===== src/rtl/apx_pkg.sv =====
package apx_pkg;

  typedef enum logic [2:0] {
    ST_IDLE,
    ST_GAP,
    ST_MEMRD,
    ST_ISSUE,
    ST_WAITTX
  } apx_state_e;

  typedef enum logic [1:0] {
    RES_OK   = 2'd0,
    RES_BUSY = 2'd1,
    RES_COLL = 2'd2
  } apx_res_e;

  // destination address + length byte + checksum byte
  localparam int unsigned APX_FRAME_OVERHEAD = 3;
  localparam int unsigned APX_NUM_RES        = 3;
  localparam int unsigned APX_GAP_BITS       = 2;

endpackage


===== src/rtl/apx_gap_timer.sv =====
module apx_gap_timer #(
  parameter int unsigned GAP_CYCLES = 32
) (
  input  logic clk,
  input  logic rst,
  input  logic load,
  output logic expired
);
  localparam int unsigned CNT_W = (GAP_CYCLES > 1) ? $clog2(GAP_CYCLES) : 1;

  logic [CNT_W-1:0] cnt_q;
  logic             run_q;

  always_ff @(posedge clk) begin
    if (rst) begin
      cnt_q <= '0;
      run_q <= 1'b0;
    end else if (load) begin
      cnt_q <= CNT_W'(GAP_CYCLES - 1);
      run_q <= 1'b1;
    end else if (run_q) begin
      if (cnt_q == '0) run_q <= 1'b0;
      else             cnt_q <= cnt_q - 1'b1;
    end
  end

  assign expired = run_q && (cnt_q == '0);

endmodule


===== src/rtl/apx_sat_counter.sv =====
module apx_sat_counter #(
  parameter int unsigned W = 16
) (
  input  logic         clk,
  input  logic         rst,
  input  logic         inc,
  output logic [W-1:0] q
);
  always_ff @(posedge clk) begin
    if (rst)                  q <= '0;
    else if (inc && q != '1)  q <= q + 1'b1;
  end
endmodule


===== src/rtl/apx_frame_seq.sv =====
module apx_frame_seq
  import apx_pkg::*;
#(
  parameter int unsigned ADDR_W = 8,
  parameter int unsigned DATA_W = 8
) (
  input  logic              clk,
  input  logic              rst,
  input  logic              send_req,
  input  logic              attn_in,
  input  logic              gap_expired,
  output logic              gap_load,
  output logic              attn_pull,
  output logic [ADDR_W-1:0] buf_addr,
  input  logic [DATA_W-1:0] buf_rdata,
  output logic              tx_start,
  output logic [DATA_W-1:0] tx_byte,
  input  logic              tx_done,
  input  logic              tx_coll,
  output logic              done,
  output logic [1:0]        result,
  output logic              active
);
  localparam int unsigned IDX_W = DATA_W + 1;

  apx_state_e       state_q;
  logic [IDX_W-1:0] idx_q;
  logic [IDX_W-1:0] last_q;
  logic             len_known_q;
  logic [IDX_W-1:0] idx_next;

  assign idx_next = idx_q + 1'b1;
  assign gap_load = (state_q == ST_IDLE) && send_req && attn_in;
  assign active   = (state_q != ST_IDLE);

  always_ff @(posedge clk) begin
    if (rst) begin
      state_q     <= ST_IDLE;
      idx_q       <= '0;
      last_q      <= '0;
      len_known_q <= 1'b0;
      attn_pull   <= 1'b0;
      buf_addr    <= '0;
      tx_start    <= 1'b0;
      tx_byte     <= '0;
      done        <= 1'b0;
      result      <= RES_OK;
    end else begin
      done     <= 1'b0;
      tx_start <= 1'b0;
      unique case (state_q)
        ST_IDLE: begin
          if (send_req) begin
            if (!attn_in) begin
              done   <= 1'b1;
              result <= RES_BUSY;
            end else begin
              attn_pull   <= 1'b1;
              idx_q       <= '0;
              len_known_q <= 1'b0;
              state_q     <= ST_GAP;
            end
          end
        end
        ST_GAP: begin
          if (gap_expired) begin
            buf_addr <= '0;
            state_q  <= ST_MEMRD;
          end
        end
        ST_MEMRD: state_q <= ST_ISSUE;
        ST_ISSUE: begin
          tx_start <= 1'b1;
          tx_byte  <= buf_rdata;
          if (idx_q == IDX_W'(1)) begin
            last_q      <= {1'b0, buf_rdata} + IDX_W'(APX_FRAME_OVERHEAD - 1);
            len_known_q <= 1'b1;
          end
          state_q <= ST_WAITTX;
        end
        ST_WAITTX: begin
          if (tx_done) begin
            if (tx_coll) begin
              attn_pull <= 1'b0;
              done      <= 1'b1;
              result    <= RES_COLL;
              state_q   <= ST_IDLE;
            end else if (len_known_q && idx_q == last_q) begin
              attn_pull <= 1'b0;
              done      <= 1'b1;
              result    <= RES_OK;
              state_q   <= ST_IDLE;
            end else begin
              idx_q    <= idx_next;
              buf_addr <= ADDR_W'(idx_next);
              state_q  <= ST_MEMRD;
            end
          end
        end
        default: state_q <= ST_IDLE;
      endcase
    end
  end

endmodule


===== src/rtl/attn_pkt_sender.sv =====
module attn_pkt_sender
  import apx_pkg::*;
#(
  parameter int unsigned ADDR_W     = 8,
  parameter int unsigned BIT_CYCLES = 16,
  parameter int unsigned STAT_W     = 16
) (
  input  logic              clk,
  input  logic              rst,
  input  logic              send_req,
  input  logic              attn_in,
  output logic              attn_pull,
  output logic [ADDR_W-1:0] buf_addr,
  input  logic [7:0]        buf_rdata,
  output logic              tx_start,
  output logic [7:0]        tx_byte,
  input  logic              tx_done,
  input  logic              tx_coll,
  output logic              done,
  output logic [1:0]        result,
  output logic [STAT_W-1:0] cnt_ok,
  output logic [STAT_W-1:0] cnt_busy,
  output logic [STAT_W-1:0] cnt_coll
);
  localparam int unsigned GAP_CYCLES = APX_GAP_BITS * BIT_CYCLES;

  logic gap_load;
  logic gap_expired;
  logic seq_active;
  logic [STAT_W-1:0] stat_q [APX_NUM_RES];

  apx_gap_timer #(.GAP_CYCLES(GAP_CYCLES)) gap_i (
    .clk     (clk),
    .rst     (rst),
    .load    (gap_load),
    .expired (gap_expired)
  );

  apx_frame_seq #(.ADDR_W(ADDR_W), .DATA_W(8)) seq_i (
    .clk         (clk),
    .rst         (rst),
    .send_req    (send_req),
    .attn_in     (attn_in),
    .gap_expired (gap_expired),
    .gap_load    (gap_load),
    .attn_pull   (attn_pull),
    .buf_addr    (buf_addr),
    .buf_rdata   (buf_rdata),
    .tx_start    (tx_start),
    .tx_byte     (tx_byte),
    .tx_done     (tx_done),
    .tx_coll     (tx_coll),
    .done        (done),
    .result      (result),
    .active      (seq_active)
  );

  for (genvar k = 0; k < APX_NUM_RES; k++) begin : g_stat
    apx_sat_counter #(.W(STAT_W)) cnt_i (
      .clk (clk),
      .rst (rst),
      .inc (done && (result == 2'(k))),
      .q   (stat_q[k])
    );
  end

  assign cnt_ok   = stat_q[RES_OK];
  assign cnt_busy = stat_q[RES_BUSY];
  assign cnt_coll = stat_q[RES_COLL];

endmodule


===== config.mk =====
export PLATFORM = sky130hd
export DESIGN_NAME = attn_pkt_sender
export DESIGN_NICKNAME = d
export VERILOG_FILES = /design/src/rtl/apx_pkg.sv /design/src/rtl/apx_gap_timer.sv /design/src/rtl/apx_sat_counter.sv /design/src/rtl/apx_frame_seq.sv /design/src/rtl/attn_pkt_sender.sv
export SDC_FILE = /design/constraint.sdc
export NUM_CORES = 1
export LEC_CHECK = 0
export BUFFER_PORTS_ARGS = -buffer_cell sky130_fd_sc_hd__buf_2
export CAP_MARGIN = 10
export CORE_MARGIN = 3
export CORE_UTILIZATION = 51
export DETAILED_ROUTE_END_ITERATION = 8
export PLACE_DENSITY = 0.77
export SLEW_MARGIN = 40
export SYNTH_ARGS = -nofsm -noshare
export SYNTH_HDL_FRONTEND = slang
export SYNTH_SLANG_ARGS = --single-unit
export TNS_END_PERCENT = 5

===== constraint.sdc =====
create_clock -name clk -period 4.2 [get_ports clk]
set_input_delay 0 -clock clk [delete_from_list [all_inputs] [get_ports clk]]
set_output_delay 0 -clock clk [all_outputs]
set_load 0.02 [all_outputs]

======== After elaboration in Yosys (flattened, before gate mapping) ========
Cells that the tools add are included.
cells by class
  reduce and logical (&&, ||, !) cells .... 25
  mux-type cells .......................... 47
  eq/ne operators ......................... 21
  add/subtract/negate cells ............... 6
operators by type and width
  operator                                                               count
  16-bit by 1-bit adder with 16-bit output, second input constant        3
  16-bit != test, second input constant                                  3
  9-bit two-way mux                                                      5
  8-bit two-way mux                                                      4
  9-bit case mux with 2 select lines                                     1
  1-bit two-way mux                                                      17
  8-bit case mux with 2 select lines                                     1
  3-bit two-way mux                                                      5
  5-bit two-way mux                                                      3
  3-bit case mux with 5 select lines                                     1
  5-bit AND reduction                                                    3
  2-bit != test, second input constant                                   7
  2-bit two-way mux                                                      6
  1-bit logical AND                                                      10
  8-bit by 2-bit adder with 9-bit output, second input constant          1
  9-bit by 1-bit adder with 9-bit output, second input constant          1
  9-bit by 1-bit equality test with 1-bit output, second input constant  1
  9-bit equality test                                                    1
  4-bit AND reduction                                                    2
  2-bit nonzero test                                                     4
  3-bit by 2-bit equality test with 1-bit output, second input constant  2
  1-bit case mux with 2 select lines                                     3
  6-bit AND reduction                                                    1
  5-bit logical NOT                                                      1
  11 further kinds                                                       13
word-level totals
  input port bits ......................... 14
  register bits after elaboration ......... 97
  output and inout port bits .............. 69

======== Logic depth before layout (Yosys ltp) ========
  word-level depth ........................ 6
  gate-level depth with buffers ........... 8

======== Hierarchy ========
From an unflattened synthesis, not the netlist that was laid out.
unflattened totals
  cell total of the unflattened synthesis .. 573
  area, all modules ....................... 4870.9 sq um
by module, submodules not included
  module           cells each  area an instance (sq um)  times used
  apx_sat_counter  99          848.3                     3
  apx_frame_seq    242         1990.7                    1
  apx_gap_timer    31          305.3                     1
  attn_pkt_sender  3           30.0                      1

======== Worst setup path after synthesis ========
No wires, ideal clock.
  path type ............................... register -> register
  start ................................... reg g_stat[0].cnt_i.q[0]
  end ..................................... reg g_stat[0].cnt_i.q[15]
  data required time ...................... 4.077 ns
  setup time .............................. 0.123 ns
  path buffers ............................ 0
  path slack .............................. 2.235 ns
  arrival ................................. 1.842 ns
  cell stages (with the launch flop) ...... 7
  cell sequence ........................... dfxtp_1 > ha_1 > nand2_1 > nor4_2 > nor4_4 > and2b_1 > mux2_1
between the ends
  longest elaborated chain between the ends .. 2
RTL lines
  item                                                                                              line                   source
  from (decl)                                                                                       apx_sat_counter.sv:7   output logic [W-1:0] q
  from (signal assigned)                                                                            apx_sat_counter.sv:11  else if (inc && q != '1) q <= q + 1'b1;
  parallel branches: the longest is 2 deep, another holds 16-bit by 1-bit adder with 16-bit output  -
Several ways; the timed one is not identified.
A chain may end at the register's enable or synchronous reset.

======== Final worst setup path ========
  start ................................... reg seq_i.idx_q[2]
  end ..................................... reg seq_i.idx_q[6]
between the ends
  longest elaborated chain between the ends .. 5
RTL lines
  item                                    line                 source
  from (decl)                             apx_frame_seq.sv:27  logic [IDX_W-1:0] idx_q;
  from (signal assigned)                  apx_frame_seq.sv:94  idx_q <= idx_next;
  9-bit by 1-bit adder with 9-bit output  apx_frame_seq.sv:32  assign idx_next = idx_q + 1'b1;
  9-bit two-way mux                       apx_frame_seq.sv:88  end else if (len_known_q && idx_q == last_q) begin
  9-bit two-way mux                       apx_frame_seq.sv:83  if (tx_coll) begin
  9-bit two-way mux                       apx_frame_seq.sv:82  if (tx_done) begin
  9-bit case mux with 2 select lines      apx_frame_seq.sv:51  unique case (state_q)
Parallel ways exist; a longest one is shown, timed or not. The select of a mux whose other input is x is not followed.

==> results.sh <==
export IMPL_slowest_delay_ns=0.59
export IMPL_setup_viol=0
export IMPL_h_tree_depth=3
export IMPL_drt_iter0_markers=253
export IMPL_min_period_ns=2.11
export IMPL_crit_path_end="seq_i.idx_q[6]"
export IMPL_cap_violations=0
export IMPL_yosys_area_share_simple_pct=26.8
export IMPL_grt_overflow=0
export IMPL_synth_fa_ha_area_share_pct=2.08
export IMPL_crit_path_start_kind="flop"
export IMPL_grt_max_degree=64
export IMPL_fillers=782
export IMPL_ys_flop_type="dfxtp_1"
export IMPL_placed_area_um2=5210
export IMPL_crit_slowest_cell="o31ai_4"
export IMPL_routed_wl_um=10500
export IMPL_initial_core_util_pct=53.9
export IMPL_synth_cell_types=66
export IMPL_min_delay_path_class="input pin to flop"
export IMPL_portBuffers=82
export IMPL_finalHoldViolations=0
export IMPL_maxSlewHeadroom_pct=51.6
export IMPL_cts_hold_buf=9
export IMPL_power_density_nw_per_um2=294
export IMPL_synth_fp_nets=558
export IMPL_max_freq_mhz=473
export IMPL_synthCells=536
export IMPL_power_total_w=0.00161
export IMPL_fp_dieH_um=103
export IMPL_synth_edff_count=0
export IMPL_routedWlPerCell_um=14.5
export IMPL_drt_first_pass_iters=4
export IMPL_num_vias=4108
export IMPL_cts_buffers=9
export IMPL_die_area_um2=10700
export IMPL_synthToLayoutAreaGrowth_pct=13.9
export IMPL_layout_common_cells="dfxtp_1, buf_2, nor2_1"
export IMPL_io_pins=83
export IMPL_path_max_fanout=15
export IMPL_crit_start="seq_i.idx_q[2]"
export IMPL_r2r_end="seq_i.idx_q[6]"
export IMPL_r2r_start="seq_i.idx_q[2]"
export IMPL_regArea_um2=1940
export IMPL_clk_pin_slew_ns=0.10
export IMPL_hpwl_um=7540
export IMPL_synth_warning_count=0
export IMPL_final_common_cell="dfxtp_1"
export IMPL_path_cells="xnor2_2 -> nand4_1 -> o31ai_4 -> or3_1 -> o31ai_1"
export IMPL_drive_above_1_share_pct=20.2
export IMPL_insertedDiodeCount=0
export IMPL_antenna_found_initial=0
export IMPL_syn_avg_cell_area_um2=8.99
export IMPL_synth_compound_area_share_pct=13.5
export IMPL_ir_drop_mv=0.191
export IMPL_synth_top_family_by_area="simple AND/OR/NAND/NOR gates"
export IMPL_core_um2=8930
export IMPL_insertion_delay_ns=0.38
export IMPL_tightest_slew_ns=0.724
export IMPL_pre_cts_slack_ns=2.12
export IMPL_ys_ff_latch=97
export IMPL_finish_instance_area_um2=5490
export IMPL_die_width_um=103
export IMPL_cts_buffer_depth=2
export IMPL_cts_sinks=97
export IMPL_rows=34
export IMPL_ff2ff_path_depth=5
export IMPL_setup_ws_ns=2.09
export IMPL_setup_tns_ns=0
export IMPL_grt_pass1_wl_um=17400
export IMPL_p_leak_nw=2.16
export IMPL_crit_required_ns=4.44
export IMPL_grt_pass1_vias=3697
export IMPL_r2r_slack_ns=2.09
export IMPL_min_period_over_period_pct=50.3
export IMPL_slew_violations=0
export IMPL_nets=635
export IMPL_cts_root_buf="clkbuf_8"
export IMPL_postCtsSetupBuffers=0
export IMPL_outcome="finished, final reports clean"
export IMPL_globalRouteTotalUtil_pct=20.1
export IMPL_syn_area_um2=4820
export IMPL_ys_seq_area_share_pct=40.3
export IMPL_ant_nets=0
export IMPL_critPathKind="flop to flop"
export IMPL_skew_ns=0.0173
export IMPL_rsz0062_at_grt="no"
export IMPL_drc=0
export IMPL_async_flop_share_pct=0
export IMPL_crit_arrival_ns=2.36
export IMPL_fin_util_pct=61.4
export IMPL_cts_resized_gates=0
export IMPL_synth_xor_area_share_pct=11.4
export IMPL_synthMuxAreaShare_pct=1.79
export IMPL_viasPerCell=5.66
export IMPL_multi_input_area_um2=2680
export IMPL_cts_tree="done"
export IMPL_endpoint_kind="flop"
export IMPL_gp_congestion=0.872
==> worst min path at each step <==
| stage | startpoint | end | slack, ns | cells past startpoint |
|---|---|---|---|---|
| 3_5_place_dp | buf_rdata[0] | seq_i.tx_byte[0] | 0.27 | 3 |
| 3_3_place_gp | buf_rdata[0] | seq_i.tx_byte[0] | 0.26 | 3 |
| 2_1_floorplan | tx_coll | seq_i.result[1] | 0.13 | 2 |
| 4_1_cts | tx_done | seq_i.state_q[2] | 0.03 | 3 |
| 5_1_grt | tx_done | seq_i.state_q[2] | 0.06 | 3 |
| 6_report | tx_done | seq_i.state_q[2] | 0.05 | 3 |
==> synth_stat cells, types with 9 or more instances <==
master,n,area (um^2)
and3_1,9,56.3
a21oi_1,38,190
xnor2_1,35,307
nor2_1,61,229
dfxtp_1,97,1940
inv_1,10,37.5
nand4_1,15,93.8
nand3_1,21,105
nand2_1,53,199
clkbuf_1,9,33.8
xor2_1,22,193
==> flip-flops by register name, summed over array words and instances, names as in the netlist <==
signal,cells
g_stat.cnt_i.q,48
gap_i.cnt_q,5
gap_i.run_q,1
seq_i.attn_pull,1
seq_i.buf_addr,8
seq_i.done,1
seq_i.idx_q,9
seq_i.last_q,9
seq_i.len_known_q,1
seq_i.result,2
seq_i.state_q,3
seq_i.tx_byte,8
seq_i.tx_start,1
==> final cells by class <==
cell class	count	area share (%)
multi-input combinational	403	48.8
sequential	97	35.4
timing repair buffer	92	9.30
tap	108	2.46
clock buffer	9	2.26
clock inverter	7	1.09
inverter	10	0.684
==> layer usage <==
metal	vias to the layer above	track usage, %	share of wire [%]
li1	2051	-	-
met1	1941	27.4	47
met2	99	31.9	46
met3	17	3.42	4.9
met4	0	8.17	2.0
met5	-	0	0
==> cell families (layout without fill, tap and decap cells) <==
| group | Yosys count | in the layout |
|---|---|---|
| mux | 8 | 8 |
| fa+ha+maj | 8 | 8 |
| compound gates | 96 | 96 |
| flops | 97 | 97 |
| buf+inv | 36 | 118 |
| xor+xnor | 60 | 60 |
| simple gates | 231 | 231 |
==> stage by stage <==
step	instances	hold slack (ns)
6_report	726	0.0465
5_1_grt	726	0.0575
4_1_cts	726	0.0264
3_5_place_dp	701	0.273
3_3_place_gp	701	0.257
2_1_floorplan	536	0.133
==> worst max-delay path: cells and delay by family (launching register included) <==
family	cells	cell delay, ns
AOI/OAI and AO/OA	2	0.71
and+or+nand+nor	2	0.60
DFF	1	0.52
xor gates and xnor gates	1	0.15
==> report_power, final <==
part	switching, W	leakage [nW]	internal [W]
registers	0.0000118	0.783	0.000930
clock network	0.000353	0.0912	0.000226
logic	0.0000561	1.29	0.0000369
total	0.000421	2.16	0.00119
Power figures use the tool's default switching activity.
